--- config.mk ---
export PLATFORM = sky130hd
export DESIGN_NAME = pfc_pause_engine
export DESIGN_NICKNAME = d
export VERILOG_FILES = /design/src/rtl/pfc_pkg.sv /design/src/rtl/pfc_prio_track.sv /design/src/rtl/pfc_stall_guard.sv /design/src/rtl/pfc_evt_counter.sv /design/src/rtl/pfc_pause_engine.sv
export SDC_FILE = /design/constraint.sdc
export NUM_CORES = 2
export LEC_CHECK = 0
export ABC_CLOCK_PERIOD_IN_PS = 6700
export BUFFER_PORTS_ARGS = -buffer_cell sky130_fd_sc_hd__clkbuf_2
export CORE_AREA = 2 2 367 369
export DETAILED_ROUTE_END_ITERATION = 16
export DIE_AREA = 0 0 369 371
export GPL_TIMING_DRIVEN = 0
export PLACE_DENSITY = 0.52
export SYNTH_ARGS = -nofsm -noshare
export SYNTH_HDL_FRONTEND = slang
export SYNTH_SLANG_ARGS = --single-unit
--- constraint.sdc ---
create_clock -name clk -period 6.7 [get_ports clk]
set_input_delay 0.67 -clock clk [delete_from_list [all_inputs] [get_ports clk]]
set_output_delay 0.67 -clock clk [all_outputs]
set_load 0.01 [all_outputs]
--- src/rtl/pfc_pkg.sv ---
package pfc_pkg;
   typedef enum logic [1:0] {
      REQ_NONE = 2'd0,
      REQ_HOLD = 2'd1,
      REQ_FREE = 2'd2
   } req_kind_e;
endpackage

--- src/rtl/pfc_prio_track.sv ---
module pfc_prio_track
   import pfc_pkg::*;
#(
   parameter int unsigned BUF_BYTES      = 4096,
   parameter int unsigned HEADROOM_BYTES = 1536,
   parameter int unsigned RESUME_GAP     = 1024,
   parameter int unsigned BYTE_W         = 14,
   parameter int unsigned REFRESH_CYC    = 32768
) (
   input  logic              clk,
   input  logic              rst_n,
   input  logic              add_vld,
   input  logic [BYTE_W-1:0] add_bytes,
   input  logic              sub_vld,
   input  logic [BYTE_W-1:0] sub_bytes,
   output req_kind_e         req
);
   localparam int unsigned STOP_LVL = BUF_BYTES - HEADROOM_BYTES;
   localparam int unsigned GO_LVL   = STOP_LVL - RESUME_GAP;
   localparam int unsigned OCC_W    = $clog2(BUF_BYTES + 1) + 1;
   localparam int unsigned EW       = ((OCC_W > BYTE_W) ? OCC_W : BYTE_W) + 1;
   localparam int unsigned RF_W     = $clog2(REFRESH_CYC + 1);

   logic [OCC_W-1:0] occ, occ_nxt;
   logic [EW-1:0]    w_sum, w_sub, w_nxt;
   logic             held;
   logic [RF_W-1:0]  rf_cnt;

   always_comb begin
      w_sum   = EW'(occ) + (add_vld ? EW'(add_bytes) : '0);
      w_sub   = sub_vld ? EW'(sub_bytes) : '0;
      w_nxt   = (w_sub >= w_sum) ? '0 : (w_sum - w_sub);
      occ_nxt = (w_nxt > EW'({OCC_W{1'b1}})) ? {OCC_W{1'b1}} : w_nxt[OCC_W-1:0];
   end

   always_ff @(posedge clk or negedge rst_n) begin
      if (!rst_n) begin
         occ    <= '0;
         held   <= 1'b0;
         rf_cnt <= '0;
         req    <= REQ_NONE;
      end else begin
         occ <= occ_nxt;
         req <= REQ_NONE;
         if (!held) begin
            if (occ_nxt >= OCC_W'(STOP_LVL)) begin
               held   <= 1'b1;
               req    <= REQ_HOLD;
               rf_cnt <= '0;
            end
         end else if (occ_nxt < OCC_W'(GO_LVL)) begin
            held   <= 1'b0;
            req    <= REQ_FREE;
            rf_cnt <= '0;
         end else if (rf_cnt == RF_W'(REFRESH_CYC - 1)) begin
            req    <= REQ_HOLD;
            rf_cnt <= '0;
         end else begin
            rf_cnt <= rf_cnt + 1'b1;
         end
      end
   end
endmodule

--- src/rtl/pfc_stall_guard.sv ---
module pfc_stall_guard #(
   parameter int unsigned WD_TIMEOUT  = 100000,
   parameter int unsigned RESTORE_CYC = 10000
) (
   input  logic clk,
   input  logic rst_n,
   input  logic paused,
   input  logic nonempty,
   input  logic deq,
   output logic drop,
   output logic trip
);
   localparam int unsigned LIM = (WD_TIMEOUT > RESTORE_CYC) ? WD_TIMEOUT : RESTORE_CYC;
   localparam int unsigned TW  = $clog2(LIM + 1);

   logic [TW-1:0] cnt;

   always_ff @(posedge clk or negedge rst_n) begin
      if (!rst_n) begin
         drop <= 1'b0;
         trip <= 1'b0;
         cnt  <= '0;
      end else begin
         trip <= 1'b0;
         if (!drop) begin
            if (paused && nonempty && !deq) begin
               if (cnt == TW'(WD_TIMEOUT - 1)) begin
                  drop <= 1'b1;
                  trip <= 1'b1;
                  cnt  <= '0;
               end else begin
                  cnt <= cnt + 1'b1;
               end
            end else begin
               cnt <= '0;
            end
         end else begin
            if (!paused && !nonempty) begin
               if (cnt == TW'(RESTORE_CYC - 1)) begin
                  drop <= 1'b0;
                  cnt  <= '0;
               end else begin
                  cnt <= cnt + 1'b1;
               end
            end else begin
               cnt <= '0;
            end
         end
      end
   end
endmodule

--- src/rtl/pfc_evt_counter.sv ---
module pfc_evt_counter #(
   parameter int unsigned CW       = 16,
   parameter bit          CNT_WRAP = 1'b0
) (
   input  logic          clk,
   input  logic          rst_n,
   input  logic          inc,
   output logic [CW-1:0] cnt
);
   generate
      if (CNT_WRAP) begin : g_wrap
         always_ff @(posedge clk or negedge rst_n) begin
            if (!rst_n)   cnt <= '0;
            else if (inc) cnt <= cnt + 1'b1;
         end
      end else begin : g_sat
         always_ff @(posedge clk or negedge rst_n) begin
            if (!rst_n)                     cnt <= '0;
            else if (inc && (cnt != '1))    cnt <= cnt + 1'b1;
         end
      end
   endgenerate
endmodule

--- src/rtl/pfc_pause_engine.sv ---
module pfc_pause_engine
   import pfc_pkg::*;
#(
   parameter int unsigned NP              = 8,
   parameter int unsigned BYTE_W          = 14,
   parameter int unsigned BUF_BYTES       = 4096,
   parameter int unsigned HEADROOM_BYTES  = 1536,
   parameter int unsigned RESUME_GAP      = 1024,
   parameter int unsigned QW              = 16,
   parameter int unsigned PAUSE_QUANTA    = 16'hFFFF,
   parameter int unsigned CYC_PER_QUANTUM = 64,
   parameter int unsigned REFRESH_CYC     = 32768,
   parameter int unsigned WD_TIMEOUT      = 100000,
   parameter int unsigned RESTORE_CYC     = 10000,
   parameter int unsigned CW              = 16,
   parameter bit          CNT_WRAP        = 1'b0,
   localparam int unsigned PW             = (NP > 1) ? $clog2(NP) : 1
) (
   input  logic             clk,
   input  logic             rst_n,
   input  logic             in_enq_vld,
   input  logic [PW-1:0]    in_enq_prio,
   input  logic [BYTE_W-1:0] in_enq_bytes,
   input  logic             in_deq_vld,
   input  logic [PW-1:0]    in_deq_prio,
   input  logic [BYTE_W-1:0] in_deq_bytes,
   input  logic [NP-1:0]    eg_paused,
   input  logic [NP-1:0]    eg_nonempty,
   input  logic [NP-1:0]    eg_deq,
   input  logic             rx_pfc_vld,
   input  logic [NP-1:0]    rx_pfc_en,
   output logic             tx_pfc_vld,
   output logic [NP-1:0]    tx_pfc_en,
   output logic [NP*QW-1:0] tx_pfc_time,
   output logic [NP-1:0]    eg_drop_en,
   output logic [NP*CW-1:0] cnt_xoff_sent,
   output logic [NP*CW-1:0] cnt_rx_pfc,
   output logic [NP*CW-1:0] cnt_wd_trip
);
   generate
      if (NP < 2 || NP > 8) begin : g_bad_np
         $error("NP must lie between 2 and 8");
      end
      if (HEADROOM_BYTES >= BUF_BYTES) begin : g_bad_head
         $error("HEADROOM_BYTES must be below BUF_BYTES");
      end
      if (RESUME_GAP == 0 || RESUME_GAP >= BUF_BYTES - HEADROOM_BYTES) begin : g_bad_gap
         $error("RESUME_GAP must be nonzero and below the stop level");
      end
      if (PAUSE_QUANTA == 0 || longint'(PAUSE_QUANTA) >= (longint'(1) << QW)) begin : g_bad_q
         $error("PAUSE_QUANTA must be nonzero and fit QW bits");
      end
      if (REFRESH_CYC == 0 ||
          longint'(REFRESH_CYC) >= longint'(PAUSE_QUANTA) * longint'(CYC_PER_QUANTUM)) begin : g_bad_rf
         $error("REFRESH_CYC must be shorter than the advertised pause time");
      end
      if (WD_TIMEOUT == 0 || RESTORE_CYC == 0) begin : g_bad_wd
         $error("watchdog intervals must be nonzero");
      end
   endgenerate

   req_kind_e     trk_req [NP];
   logic [NP-1:0] trip;

   genvar i;
   generate
      for (i = 0; i < NP; i++) begin : g_prio
         pfc_prio_track #(
            .BUF_BYTES(BUF_BYTES), .HEADROOM_BYTES(HEADROOM_BYTES),
            .RESUME_GAP(RESUME_GAP), .BYTE_W(BYTE_W), .REFRESH_CYC(REFRESH_CYC)
         ) u_track (
            .clk(clk), .rst_n(rst_n),
            .add_vld(in_enq_vld && (in_enq_prio == PW'(i))),
            .add_bytes(in_enq_bytes),
            .sub_vld(in_deq_vld && (in_deq_prio == PW'(i))),
            .sub_bytes(in_deq_bytes),
            .req(trk_req[i])
         );

         assign tx_pfc_en[i] = (trk_req[i] != REQ_NONE);
         assign tx_pfc_time[i*QW +: QW] = (trk_req[i] == REQ_HOLD) ? QW'(PAUSE_QUANTA) : '0;

         pfc_stall_guard #(.WD_TIMEOUT(WD_TIMEOUT), .RESTORE_CYC(RESTORE_CYC)) u_guard (
            .clk(clk), .rst_n(rst_n),
            .paused(eg_paused[i]), .nonempty(eg_nonempty[i]), .deq(eg_deq[i]),
            .drop(eg_drop_en[i]), .trip(trip[i])
         );

         pfc_evt_counter #(.CW(CW), .CNT_WRAP(CNT_WRAP)) u_cnt_tx (
            .clk(clk), .rst_n(rst_n), .inc(trk_req[i] == REQ_HOLD),
            .cnt(cnt_xoff_sent[i*CW +: CW])
         );
         pfc_evt_counter #(.CW(CW), .CNT_WRAP(CNT_WRAP)) u_cnt_rx (
            .clk(clk), .rst_n(rst_n), .inc(rx_pfc_vld && rx_pfc_en[i]),
            .cnt(cnt_rx_pfc[i*CW +: CW])
         );
         pfc_evt_counter #(.CW(CW), .CNT_WRAP(CNT_WRAP)) u_cnt_wd (
            .clk(clk), .rst_n(rst_n), .inc(trip[i]),
            .cnt(cnt_wd_trip[i*CW +: CW])
         );
      end
   endgenerate

   assign tx_pfc_vld = |tx_pfc_en;
endmodule

==> Word-level counts from Yosys, hierarchy flattened <==
Cells that the tools add are included.
{ "op_classes": {"add_sub_neg": 56, "n_lt_le_gt_ge": 32, "n_eq_ne": 70, "muxes": 216, "n_reduce_logical": 115} }
{ "ops": {"columns": ["operator", "count"], "rows": [
  ["17-bit 2-to-1 mux", 40],
  ["16-bit 2-to-1 mux", 40],
  ["16-bit by 1-bit adder with 16-bit output, second input constant", 32],
  ["16-bit != test, second input constant", 24],
  ["14-bit 2-to-1 mux", 24],
  ["17-bit by 1-bit adder with 17-bit output, second input constant", 8],
  ["17-bit by 14-bit equality test with 1-bit output, second input constant", 8],
  ["17-bit equality test, second input constant", 8],
  ["16-bit by 15-bit equality test with 1-bit output, second input constant", 8],
  ["14-bit by 15-bit adder with 15-bit output", 8],
  ["15-bit greater-or-equal comparator", 8],
  ["15-bit by 14-bit > comparator with 1-bit output, second input constant", 8],
  ["15-bit 2-to-1 mux", 8],
  ["15-bit subtractor", 8],
  ["14-bit by 12-bit greater-or-equal comparator with 1-bit output, second input constant", 8],
  ["14-bit by 11-bit < comparator with 1-bit output, second input constant", 8],
  ["1-bit 2-to-1 mux", 88],
  ["1-bit logical AND", 72],
  ["2-bit 2-to-1 mux", 16],
  ["2-bit nonzero test", 16],
  ["3-bit equality test, second input constant", 8],
  ["1-bit zero test", 24],
  ["2-bit by 1-bit equality test with 1-bit output, second input constant", 8],
  ["3-bit by 2-bit equality test with 1-bit output, second input constant", 4],
  ["3 further kinds", 5]
]} }
{ "totals": {"ff_bits": 800, "inputBits": 71, "wordCells": 569} }

==> Depth between registers and ports, before layout <==
{ "logic_depth": {"depth_word": 11, "mapped_depth": 30, "ltp_nobuf": 26} }

==> Cells and area by module <==
Synthesis repeated with hierarchy kept, for this count alone.
{ "unflattened": {"hier_cells": 5568, "hier_area_um2": 54462.2} }
{ "by_module_without_submodules": {"columns": ["module", "instances", "cells_each", "area_each_um2"], "rows": [
  ["pfc_evt_counter", 24, 72, 859.6],
  ["pfc_prio_track (g_prio[0].u_track ...)", 5, 355, 3031.7],
  ["pfc_stall_guard (g_prio[0].u_guard ...)", 7, 100, 1018.5],
  ["pfc_prio_track (g_prio[7].u_track)", 1, 374, 3158.0],
  ["pfc_prio_track (g_prio[3].u_track)", 1, 374, 3155.5],
  ["pfc_prio_track (g_prio[2].u_track)", 1, 341, 3007.9],
  ["pfc_pause_engine", 1, 175, 1201.2],
  ["pfc_stall_guard (g_prio[7].u_guard)", 1, 101, 1022.2]
]} }

==> Worst setup path after synthesis <==
OpenSTA, ideal clock, no wires.
{ "synth_timing": {"path_type": "input-to-reg", "start": "in in_enq_vld", "end": "reg g_prio[4].u_track.rf_cnt[7]", "arrival_ns": 5.501, "slack_ns": 1.073, "path_stages": 26, "path_buffers": 3, "path_cell_list": "nand2_1 -> nor3_1 -> clkbuf_1 -> and2_1 -> ha_1 -> inv_1 -> fa_1 -> nand2b_1 -> a21o_1 -> a211oi_1 -> o21a_1 -> o21a_1 -> nor2_1 -> xnor2_1 -> ha_1 -> clkbuf_1 -> a21oi_1 -> o21ai_0 -> or3_1 -> o21ai_1 -> xnor2_1 -> o22ai_1 -> a32oi_1 -> a211oi_2 -> buf_2 -> a221o_1"} }
{ "synth_via": {"elab_chain_len": 10} }
{ "synth_lines": {"columns": ["item", "line_no", "text"], "rows": [
  ["start, declared", "pfc_pause_engine.sv:21", "input logic in_enq_vld,"],
  ["1-bit logical AND (*)", "pfc_pause_engine.sv:73", ".add_vld(in_enq_vld && (in_enq_prio == PW'(i))),"],
  ["14-bit 2-to-1 mux (*)", "pfc_prio_track.sv:30", "w_sum = EW'(occ) + (add_vld ? EW'(add_bytes) : '0);"],
  ["14-bit by 15-bit adder with 15-bit output (*)", "pfc_prio_track.sv:30", null],
  ["15-bit subtractor or 15-bit greater-or-equal comparator (tied branches)", "pfc_prio_track.sv:32", "w_nxt = (w_sub >= w_sum) ? '0 : (w_sum - w_sub);"],
  ["15-bit 2-to-1 mux (*)", "pfc_prio_track.sv:32", null],
  ["15-bit by 14-bit > comparator with 1-bit output", "pfc_prio_track.sv:33", "occ_nxt = (w_nxt > EW'({OCC_W{1'b1}})) ? {OCC_W{1'b1}} : w_nxt[OCC_W-1:0];"],
  ["14-bit 2-to-1 mux (*)", "pfc_prio_track.sv:33", null],
  ["14-bit by 11-bit < comparator with 1-bit output", "pfc_prio_track.sv:51", "end else if (occ_nxt < OCC_W'(GO_LVL)) begin"],
  ["16-bit 2-to-1 mux", "pfc_prio_track.sv:51", null],
  ["16-bit 2-to-1 mux", "pfc_prio_track.sv:45", "if (!held) begin"],
  ["end signal, assigned", "pfc_prio_track.sv:59", "rf_cnt <= rf_cnt + 1'b1;"],
  ["end, declared", "pfc_prio_track.sv:27", "logic [RF_W-1:0] rf_cnt;"]
]} }
Every way passes the cells marked *; elsewhere a longest branch is shown, timed or not.
A chain may end at the register's enable or synchronous reset.

==> Worst setup path after layout <==
{ "layout_timing": {"start": "in in_enq_prio[2]", "end": "reg g_prio[2].u_track.rf_cnt[11]"} }
{ "layout_via": {"elab_chain_len": 11} }
{ "layout_lines": {"columns": ["item", "line_no", "text"], "rows": [
  ["start, declared", "pfc_pause_engine.sv:22", "input logic [PW-1:0] in_enq_prio,"],
  ["3-bit by 2-bit equality test with 1-bit output (*)", "pfc_pause_engine.sv:73", null],
  ["1-bit logical AND (*)", "pfc_pause_engine.sv:73", null],
  ["14-bit 2-to-1 mux (*)", "pfc_prio_track.sv:30", null],
  ["14-bit by 15-bit adder with 15-bit output (*)", "pfc_prio_track.sv:30", null],
  ["15-bit subtractor or 15-bit greater-or-equal comparator (tied branches)", "pfc_prio_track.sv:32", null],
  ["15-bit 2-to-1 mux (*)", "pfc_prio_track.sv:32", null],
  ["15-bit by 14-bit > comparator with 1-bit output", "pfc_prio_track.sv:33", null],
  ["14-bit 2-to-1 mux (*)", "pfc_prio_track.sv:33", null],
  ["14-bit by 11-bit < comparator with 1-bit output", "pfc_prio_track.sv:51", null],
  ["16-bit 2-to-1 mux", "pfc_prio_track.sv:51", null],
  ["16-bit 2-to-1 mux", "pfc_prio_track.sv:45", null],
  ["end signal, assigned", "pfc_prio_track.sv:59", null],
  ["end, declared", "pfc_prio_track.sv:27", null]
]} }
Marks and branches as above.

==> results.json <==
{
  "run_status": "completed",
  "area_delta_synth_final_pct": 18.45,
  "report.final.setup_viol": 0,
  "mappedNetlistNets": 5643,
  "max_cap_viol_count": 0,
  "drcViolationCount": 0,
  "yosys_warnings": 0,
  "grt_pass1_vias": 38030,
  "design.die.area_um2": 136900,
  "global_route.usage.total_pct": 19.26,
  "synth_sequential_area_ratio_pct": 41.00,
  "cts.htree.levels": 3,
  "power.net_switching_mw": 9.825,
  "route.final.wire_length_mm": 134.4,
  "die_height_um": 371,
  "synth_top_area_share_pct": 41.00,
  "asyncSetResetFlopFracSynth_pct": 100.0,
  "worst_hold_path_type": "in -> reg",
  "critical-path-max-stage-delay_ns": 0.45,
  "worstPathBufferInverterCount": 4,
  "postSynth.topFlopCell": "sky130_fd_sc_hd__dfrtp_1",
  "root_buffer": "sky130_fd_sc_hd__clkbuf_16",
  "timing.final.ws_setup_ns": 0.3263,
  "layout.core_utilization_pct": 43.55,
  "globalRouteMet1Util_pct": 25.71,
  "cts_num_sinks": 800,
  "endpoint_kind": "flop",
  "power.internal_mw": 13.58,
  "grt_overflow": 0,
  "hold_slack_ns": 0.1498,
  "power_switching_share_pct": 41.97,
  "finalNetCount": 6343,
  "post_drt_via_cell_ratio": 5.103,
  "crit_slowest_cell": "sky130_fd_sc_hd__a21oi_2",
  "port_buffers": 584,
  "grt_start_max_net_pins": 108,
  "layout_worst_path_cycle_share_pct": 95.13,
  "synth_area_um2": 48830,
  "power_per_cell_area_nw_per_um2": 404.7,
  "met3_usage_pct": 2.933,
  "synthesized_instance_count": 5292,
  "place_hpwl_mm": 100.1,
  "wire_length_of_the_first_global_routing_pass_mm": 212.5,
  "postSynthRegisterBits": 800,
  "timing.critical_path.arrival_ns": 6.95,
  "gpl.final_weighted_congestion": 0.8434,
  "timing.final.max_slew_violations": 0,
  "avgSynthCellArea_um2": 9.226,
  "fin_skew_ns": 0.03163,
  "tightest_slew_ns": 1.346,
  "cts_made_buffers": 99,
  "preCtsSetupSlack_ns": -0.8648,
  "timing.fmax_ghz": 0.1569,
  "startpoint_type": "primary input",
  "synth_area_leader_cell": "sky130_fd_sc_hd__dfrtp_1",
  "setup.worst_path.class": "in -> reg",
  "drt_iter0_markers": 2428,
  "synth_cell_types": 97,
  "power.clock.fraction_pct": 23.8,
  "worst_ir_drop_vdd_mv": 0.2473,
  "leakagePower_nw": 27.75,
  "required_ns": 7.28,
  "critical-path-top-delay-family": "compound AO/OA/AOI/OAI gates",
  "initial_core_util_pct": 36.77,
  "crit_path_max_fanout": 10,
  "worstSkewPairLatency_ns": 0.72,
  "slew_headroom_pct": 10.28,
  "detailroute.via_count": 40030,
  "wl_per_cell_um": 17.13,
  "total_power_mw": 23.41,
  "timing_hold_violations_final": 0,
  "post_route_cells_drive_above_1_share_pct": 16.60,
  "fin_setup_tns_ns": 0,
  "seqPwrFrac_pct": 26.6,
  "final_period_minus_worst_setup_slack_ns": 6.374,
  "die_x_um": 369,
  "core-area_um2": 132800,
  "row_count": 134,
  "netlist_top_cells_area": "sky130_fd_sc_hd__dfrtp_1 41%, sky130_fd_sc_hd__xnor2_1 7.1%, sky130_fd_sc_hd__ha_1 6.8%",
  "gr-usage-met2_pct": 32.32,
  "grt-busiest-layer": "met2",
  "clk_pin_slew_ns": 0.06,
  "route.antenna.remaining_nets": 0,
  "synth_enable_flop_cells": 0,
  "detailed_routing_iterations_pass_1": 6,
  "cts_tree": "built",
  "initial_antenna_violation_count": 11,
  "io_pins": 600,
  "power.share.combinational_pct": 49.7,
  "cts_max_path_buffers": 3
}
==> cell usage in the layout (no fill, tap or decap), types with 15 or more instances in the layout <==
master                        n
sky130_fd_sc_hd__dfrtp_1    800
sky130_fd_sc_hd__clkbuf_2   585
sky130_fd_sc_hd__and4_1      25
sky130_fd_sc_hd__and3_1     178
sky130_fd_sc_hd__xnor2_1    398
sky130_fd_sc_hd__buf_4      141
sky130_fd_sc_hd__o21ai_0    163
sky130_fd_sc_hd__a21o_1     100
sky130_fd_sc_hd__clkbuf_1   101
sky130_fd_sc_hd__nor2b_1     67
sky130_fd_sc_hd__and2_1     134
sky130_fd_sc_hd__nand4_1    109
sky130_fd_sc_hd__a211oi_1    15
sky130_fd_sc_hd__o31a_1      20
sky130_fd_sc_hd__o21a_1      67
sky130_fd_sc_hd__or2_2       28
sky130_fd_sc_hd__nor3b_1     27
sky130_fd_sc_hd__mux2_2      16
sky130_fd_sc_hd__inv_1      172
sky130_fd_sc_hd__clkbuf_8    25
sky130_fd_sc_hd__or3_1       59
sky130_fd_sc_hd__nor3_1     113
sky130_fd_sc_hd__o211ai_1    25
sky130_fd_sc_hd__a31oi_1     22
sky130_fd_sc_hd__o21bai_1    47
sky130_fd_sc_hd__nand3_1    288
sky130_fd_sc_hd__fa_1        16
sky130_fd_sc_hd__nand2_1    542
sky130_fd_sc_hd__clkbuf_16   99
sky130_fd_sc_hd__nor4_1      32
sky130_fd_sc_hd__a21oi_1    277
sky130_fd_sc_hd__ha_1       264
sky130_fd_sc_hd__nand2b_1    77
sky130_fd_sc_hd__xor2_1     228
sky130_fd_sc_hd__nor2_1     453
==> worst paths after layout <==
| check | startpoint | endpoint | slack, ns | depth (start not counted) |
|---|---|---|---|---|
| worst max register to register | g_prio[2].u_track.occ[0]$_DFF_PN0_ | g_prio[2].u_track.rf_cnt[11]$_DFFE_PN0P_ | 1.27 | 22 |
| worst min register to register | g_prio[0].u_guard.cnt[0]$_DFF_PN0_ | g_prio[0].u_guard.cnt[0]$_DFF_PN0_ | 0.45 | 1 |
| worst min-delay path | eg_deq[5] | g_prio[5].u_guard.trip$_DFF_PN0_ | 0.15 | 2 |
| max in group asynchronous | rst_n | g_prio[0].u_cnt_rx.cnt[2]$_DFFE_PN0P_ | 4.49 | 5 |
| worst max-delay path | in_enq_prio[2] | g_prio[2].u_track.rf_cnt[11]$_DFFE_PN0P_ | 0.33 | 27 |
| min in group asynchronous | rst_n | g_prio[2].u_track.occ[7]$_DFF_PN0_ | 0.51 | 2 |
==> through the flow <==
stage / std cells / instance area [um^2]
after floorplan: 5292 / 48830
after detailed placement: 7657 / 54310
final: 7845 / 57830
after global placement: 7644 / 53960
after CTS: 7841 / 57750
after global routing: 7843 / 57830
==> layer usage <==
metal | vias to the layer above | wire, um
met5 | - | 13
met4 | 2 | 2976
met3 | 155 | 6831
met2 | 849 | 63850
met1 | 19180 | 60700
li1 | 19850 | -
==> state kept, by name, summed over array words and instances, names as in the netlist <==
| signal | flops |
|---|---|
| g_prio.u_track.req | 16 |
| g_prio.u_track.held | 8 |
| g_prio.u_cnt_rx.cnt | 128 |
| g_prio.u_guard.cnt | 136 |
| g_prio.u_cnt_tx.cnt | 128 |
| g_prio.u_guard.trip | 8 |
| g_prio.u_guard.drop | 8 |
| g_prio.u_track.occ | 112 |
| g_prio.u_track.rf_cnt | 128 |
| g_prio.u_cnt_wd.cnt | 128 |
==> logic make-up (layout without fill, tap and decap cells) <==
| kind of cell | after synthesis | after routing | synth area share (%) |
|---|---|---|---|
| other cells | 0 | 3 | 0 |
| flops | 800 | 800 | 41.00 |
| buf+inv | 416 | 1198 | 4.362 |
| mux | 23 | 23 | 0.5125 |
| xor+xnor | 627 | 627 | 11.25 |
| simple gates | 2209 | 2209 | 22.69 |
| compound gates | 937 | 937 | 12.77 |
| fa+ha+maj | 280 | 280 | 7.421 |
==> power groups by stage <==
stage | sequential [mW] | clock, mW | combinational, mW
6_report | 6.22 | 5.56 | 11.6
3_5_place_dp | 6.30 | 0 | 11.5
4_1_cts | 6.22 | 5.78 | 11.6
3_3_place_gp | 6.30 | 0 | 11.4
2_1_floorplan | 6.27 | 0 | 8.20
5_1_grt | 6.32 | 5.98 | 13.0
==> cell usage after synthesis, types with 13 or more instances <==
library cell and number:
sky130_fd_sc_hd__dfrtp_1 800, sky130_fd_sc_hd__nand2_1 542, sky130_fd_sc_hd__nor2_1 455, sky130_fd_sc_hd__xnor2_1 398, sky130_fd_sc_hd__nand3_1 288, sky130_fd_sc_hd__a21oi_1 278
sky130_fd_sc_hd__ha_1 264, sky130_fd_sc_hd__xor2_1 229, sky130_fd_sc_hd__and3_1 178, sky130_fd_sc_hd__inv_1 172, sky130_fd_sc_hd__o21ai_0 163, sky130_fd_sc_hd__buf_4 140
sky130_fd_sc_hd__and2_1 134, sky130_fd_sc_hd__nor3_1 115, sky130_fd_sc_hd__nand4_1 109, sky130_fd_sc_hd__a21o_1 100, sky130_fd_sc_hd__nand2b_1 77, sky130_fd_sc_hd__clkbuf_1 76
sky130_fd_sc_hd__nor2b_1 72, sky130_fd_sc_hd__o21a_1 67, sky130_fd_sc_hd__or3_1 59, sky130_fd_sc_hd__o21bai_1 47, sky130_fd_sc_hd__nor4_1 32, sky130_fd_sc_hd__or2_2 28
sky130_fd_sc_hd__nor3b_1 27, sky130_fd_sc_hd__and4_1 25, sky130_fd_sc_hd__o211ai_1 25, sky130_fd_sc_hd__a31oi_1 22, sky130_fd_sc_hd__o31a_1 20, sky130_fd_sc_hd__a211oi_1 16
sky130_fd_sc_hd__fa_1 16, sky130_fd_sc_hd__mux2_2 16, sky130_fd_sc_hd__o221ai_1 14, sky130_fd_sc_hd__o31ai_1 14, sky130_fd_sc_hd__buf_2 13, sky130_fd_sc_hd__nor4b_1 13
==> cell type report <==
class	count	area [um^2]
fill	13140	74950
multi-input combinational	4076	26760
sequential	800	20020
timing repair buffer	599	3274
clock buffer	151	2913
tap	1768	2212
buffer	244	1486
inverter	172	645.6
clock inverter	32	515.5
antenna	3	7.507
==> timing repair <==
| action | CTS | global route |
|---|---|---|
| hold buffers | 1 | 0 |
| setup buffers | 0 | 1 |
| pin swaps | 0 | 1 |
| gates cloned | 0 | 0 |
| gates resized for setup | 1 | 17 |
| setup endpoints to repair | 10 | 94 |
| hold endpoints to repair | 43 | 0 |
Note: power is estimated with default switching activity, not from simulation.
